**src/rtl/xsync_pkg.sv**
```systemverilog
package xsync_pkg;
  typedef struct packed {
    logic shiftEn;  // a crossing occurred: capture and advance
    logic resync;   // turn marker qualified by a crossing
    logic compare;  // accept that must be checked
    logic clear;    // clear the sticky flag
  } xsyncCtl_t;
endpackage

```
**src/rtl/xsync_datapath.sv**
```systemverilog
module xsync_datapath
  import xsync_pkg::*;
#(
  parameter int LAT_DEPTH   = 4,
  parameter int BUNCH_COUNT = 36,
  parameter int BUNCH_W     = 8,
  parameter int TURN_W      = 32,
  parameter int ACC_TURN_W  = 16,
  localparam int ID_W       = ACC_TURN_W + BUNCH_W
) (
  input  logic            clk,
  input  logic            rstN,
  input  xsyncCtl_t       ctl,
  input  logic [ID_W-1:0] accNum,
  output logic            errPulse,
  output logic            errSticky,
  output logic [ID_W-1:0] expSeen,
  output logic [ID_W-1:0] gotSeen
);
  localparam logic [BUNCH_W-1:0] LAST_BUNCH = BUNCH_W'(BUNCH_COUNT - 1);

  logic [TURN_W-1:0]  turnCnt;
  logic [BUNCH_W-1:0] bunchCnt;
  logic [ID_W-1:0]    curId;
  logic [ID_W-1:0]    pipe [LAT_DEPTH];
  logic               mismatch;

  // local crossing counter
  always_ff @(posedge clk or negedge rstN) begin
    if (!rstN) begin
      turnCnt  <= '0;
      bunchCnt <= '0;
    end else if (ctl.shiftEn) begin
      if (ctl.resync || bunchCnt == LAST_BUNCH) begin
        bunchCnt <= '0;
        turnCnt  <= turnCnt + 1'b1;
      end else begin
        bunchCnt <= bunchCnt + 1'b1;
      end
    end
  end

  assign curId = {turnCnt[ACC_TURN_W-1:0], bunchCnt};

  // latency pipeline, one stage per crossing
  genvar g;
  generate
    for (g = 0; g < LAT_DEPTH; g++) begin : gStage
      always_ff @(posedge clk or negedge rstN) begin
        if (!rstN) begin
          pipe[g] <= '0;
        end else if (ctl.shiftEn) begin
          if (g == 0) pipe[g] <= curId;
          else        pipe[g] <= pipe[(g == 0) ? 0 : g - 1];
        end
      end
    end
  endgenerate

  assign mismatch = ctl.compare && (accNum != pipe[LAT_DEPTH-1]);

  always_ff @(posedge clk or negedge rstN) begin
    if (!rstN) begin
      errPulse  <= 1'b0;
      errSticky <= 1'b0;
      expSeen   <= '0;
      gotSeen   <= '0;
    end else begin
      errPulse <= mismatch;
      if (mismatch)       errSticky <= 1'b1;
      else if (ctl.clear) errSticky <= 1'b0;
      if (mismatch) begin
        expSeen <= pipe[LAT_DEPTH-1];
        gotSeen <= accNum;
      end
    end
  end
endmodule

```
**config.mk**
```make
export PLATFORM = sky130hd
export DESIGN_NAME = xsync_datapath
export DESIGN_NICKNAME = d
export VERILOG_FILES = /design/src/rtl/xsync_pkg.sv /design/src/rtl/xsync_datapath.sv
export SDC_FILE = /design/constraint.sdc
export NUM_CORES = 1
export LEC_CHECK = 0
export BUFFER_PORTS_ARGS = -buffer_cell sky130_fd_sc_hd__clkbuf_2
export CAP_MARGIN = 20
export CORE_AREA = 2 2 145 147
export CTS_CLUSTER_DIAMETER = 80
export DETAILED_ROUTE_END_ITERATION = 12
export DIE_AREA = 0 0 147 149
export PLACE_DENSITY_LB_ADDON = 0.12
export SLEW_MARGIN = 20
export SYNTH_ARGS = -nofsm -noshare
export SYNTH_HDL_FRONTEND = slang
export SYNTH_SLANG_ARGS = --single-unit
```
**constraint.sdc**
```tcl
create_clock -name clk -period 2.2 [get_ports clk]
set_input_delay 0.33 -clock clk [delete_from_list [all_inputs] [get_ports clk]]
set_output_delay 0.33 -clock clk [all_outputs]
set_load 0.01 [all_outputs]
```
==> results.cfg <==
[critical_path]
rrSetupSlack_ps = 6
crit_required_ps = 2500
startpoint = pipe[1]
endpoint = gotSeen[1]
reg2reg_from = pipe[1]
r2r_end = gotSeen[1]
r2r_cells = 8
worst-path-max-fanout = 11
endpoint_kind = flop
crit_path_start_kind = flop
critPathKind = flop to flop
cp.arrival_ps = 2500

[cells_and_area]
multiInputGateArea_mm2 = 0.00250
area_delta_synth_final_pct = 24.5
final_cells = 843
final_nets = 587
drive_above_1_share = 0.511
regArea_mm2 = 0.00425
fin_util = 0.412
antenna_cells = 0
fin_area_mm2 = 0.00847
nFillCells = 1895

[grt]
grt_pass1_vias = 3917
grt-ovfl-total = 0
antenna_found_initial = 0
track_usage = 0.125
grt_pass1_wl_um = 21300
grt_max_degree = 58

[clock_network]
clock-sinks = 170
cts_made_buffers = 17
cts_tree = built
worstSkewPairLatency_ps = 420
cts_buffer_depth = 2
h-tree-depth = 4
path_clk_slew_ps = 70
root_buffer = clkbuf_16

[synthesis]
syn-num-nets = 480
syn_avg_cell_area_um2 = 15.2
async_flop_share = 1.00
ys_seq_area_frac = 0.625
synth_flop_cell = dfrtp_1
synth-seq-cells = 170
synth_edf_count = 0
ys_warn_count = 0
syn-instance-count = 448
synth_area_mm2 = 0.00680
yosysUniqueCellTypes = 32

[placed_design]
routabilityCongestion = 0.741
portBuffers = 79
place_area_mm2 = 0.00768
dp_hpwl_um = 8820
placedCellCount = 806

[timing]
worst_pin_slew_ps = 594
fmax_mhz = 456
tns_ps = 0
fin_skew_ps = 9.78
post-route-min-period_ps = 2190
final-setup-viol-count = 0
slew_violations = 0
finalCritPeriodShare = 0.997
whs_ps = 93.6
hold_violations = 0
maxSlewHeadroom = 0.604
rsz0062_at_grt = yes

[drt]
wirelength_um = 12900
wl_per_cell_um = 15.3
via_per_inst = 4.51
drc = 0
vias = 3799
dr.pass1.iters = 4
drt_iter0_drc = 213
postRouteAntennaNets = 0

[power]
p_per_area_mw_per_mm2 = 975
peakVddDrop_uv = 428
p_leak_nw = 4.15

[min_path]
hold_class = primary input to flop

[floorplan]
dieArea_mm2 = 0.0219
fp.dieW_um = 147
start_util = 0.331
core_mm2 = 0.0206
die_y_um = 149
ioPinCount = 80
fp-row-count = 53

[outcome]
status = completed

[run]
maxCapViolCount = 0
[repair_timing]
action / 4_1_cts / 5_1_grt
resized for setup: 4 / 12
hold buffers: 1 / 0
hold endpoints to repair: 51 / 0
setup buffers: 0 / 2
pin swaps: 1 / 0
endpoints found under the setup margin: 49 / 51
gates cloned: 0 / 2
[where the power goes]
group / switching, W / total (W) / internal [W]
combinational: 0.000469 / 0.00112 / 0.000648
sequential: 0.000325 / 0.00390 / 0.00358
clock: 0.00128 / 0.00324 / 0.00196
[per-layer routing]
layer  global-route usage  up-vias  part of all wire
li1                     -     1790                 -
met1                0.173     1928              0.50
met2                0.187       70              0.45
met3               0.0388       11             0.038
met4               0.0418        0             0.013
met5                    0        -                 0
[sequential cells by signal, indices dropped and copies added (netlist names)]
register and flops:
pipe 96, expSeen 24, gotSeen 24, turnCnt 16
bunchCnt 8, errPulse 1, errSticky 1
[metrics by stage]
| step | worst slack, ps | power (W) |
|---|---|---|
| floorplan | 280 | 0.00453 |
| global placement | -270 | 0.00502 |
| detailed placement | -294 | 0.00506 |
| CTS | -14.3 | 0.00835 |
| global route | -104 | 0.00867 |
| finish | 6.02 | 0.00826 |
[logic make-up (layout without fill, tap and decap cells)]
kind of cell               Yosys count  in the layout  share of synthesized area
and+or+nand+nor                     54             54                     0.0399
muxes                              146            146                      0.246
adders and majority gates            2              2                    0.00368
DFF                                170            170                      0.625
buffers and inverters               22            142                     0.0178
AOI/OAI and AO/OA                   13             13                     0.0143
xor gates and xnor gates            41             41                     0.0528
[final cells by class]
type / instances / area share
tap: 275 / 0.0406
multi-input combinational: 256 / 0.295
timing repair buffer: 106 / 0.0838
inverter: 4 / 0.00177
clock buffer: 18 / 0.0519
sequential: 170 / 0.502
clock inverter: 14 / 0.0244
[synth_stat cells (2+ instances only)]
cell type  instances  area [µm²]
dfrtp_1          170        4250
mux2_2           137        1540
xor2_1            23         201
xnor2_1           18         158
nand2_1           15        56.3
clkbuf_1          10        37.5
nor2_1             9        33.8
mux2_4             8         120
nand3_1            7        35.0
nand4_1            7        43.8
buf_6              5        56.3
o21ai_0            5        25.0
inv_1              4        15.0
nor4_1             4        25.0
and3_1             3        18.8
and2_1             2        12.5
buf_1              2        7.51
ha_1               2        25.0
nand2b_1           2        12.5
nor3_1             2        10.0
o31ai_1            2        15.0
[layout by cell type, fill, tap and decap left out, drive strengths merged]
cell         instances
a21bo                1
o21ai                5
clkbuf              96
a31oi                1
bufinv               4
and2                 2
buf                 27
dfrtp              170
and3                 3
dlygate4sd3          1
inv                 10
o31ai                3
mux2               145
xnor2               18
a31o                 1
nand2b               2
clkinvlp             1
clkinv               3
nand4                7
nor3                 2
a21oi                1
mux2i                1
nand3b               1
o22ai                1
nand2               15
xor2                23
nor2                 9
nor4                 4
ha                   2
nor3b                1
nand3                7
nor4b                1
[critical path, cell delays in order, from the launching register on]
cell and delay, ps:
dfrtp_1 400, xor2_2 200, nor4_1 260, buf_4 150, nand4_1 130, o31ai_4 280
buf_6 180, buf_12 140, mux2_2 330
[worst min-delay path by stage]
| stage | from | end | slack, ps | cells past startpoint |
|---|---|---|---|---|
| 2_1_floorplan | rstN | bunchCnt[0] | 30 | 0 |
| 3_3_place_gp | rstN | pipe[75] | 360 | 1 |
| 3_5_place_dp | rstN | pipe[75] | 360 | 1 |
| 4_1_cts | ctl[0] | errSticky | 70 | 2 |
| 5_1_grt | ctl[0] | errSticky | 90 | 2 |
| 6_report | ctl[0] | errSticky | 90 | 2 |
No activity file was read; power rests on OpenSTA's default activity.
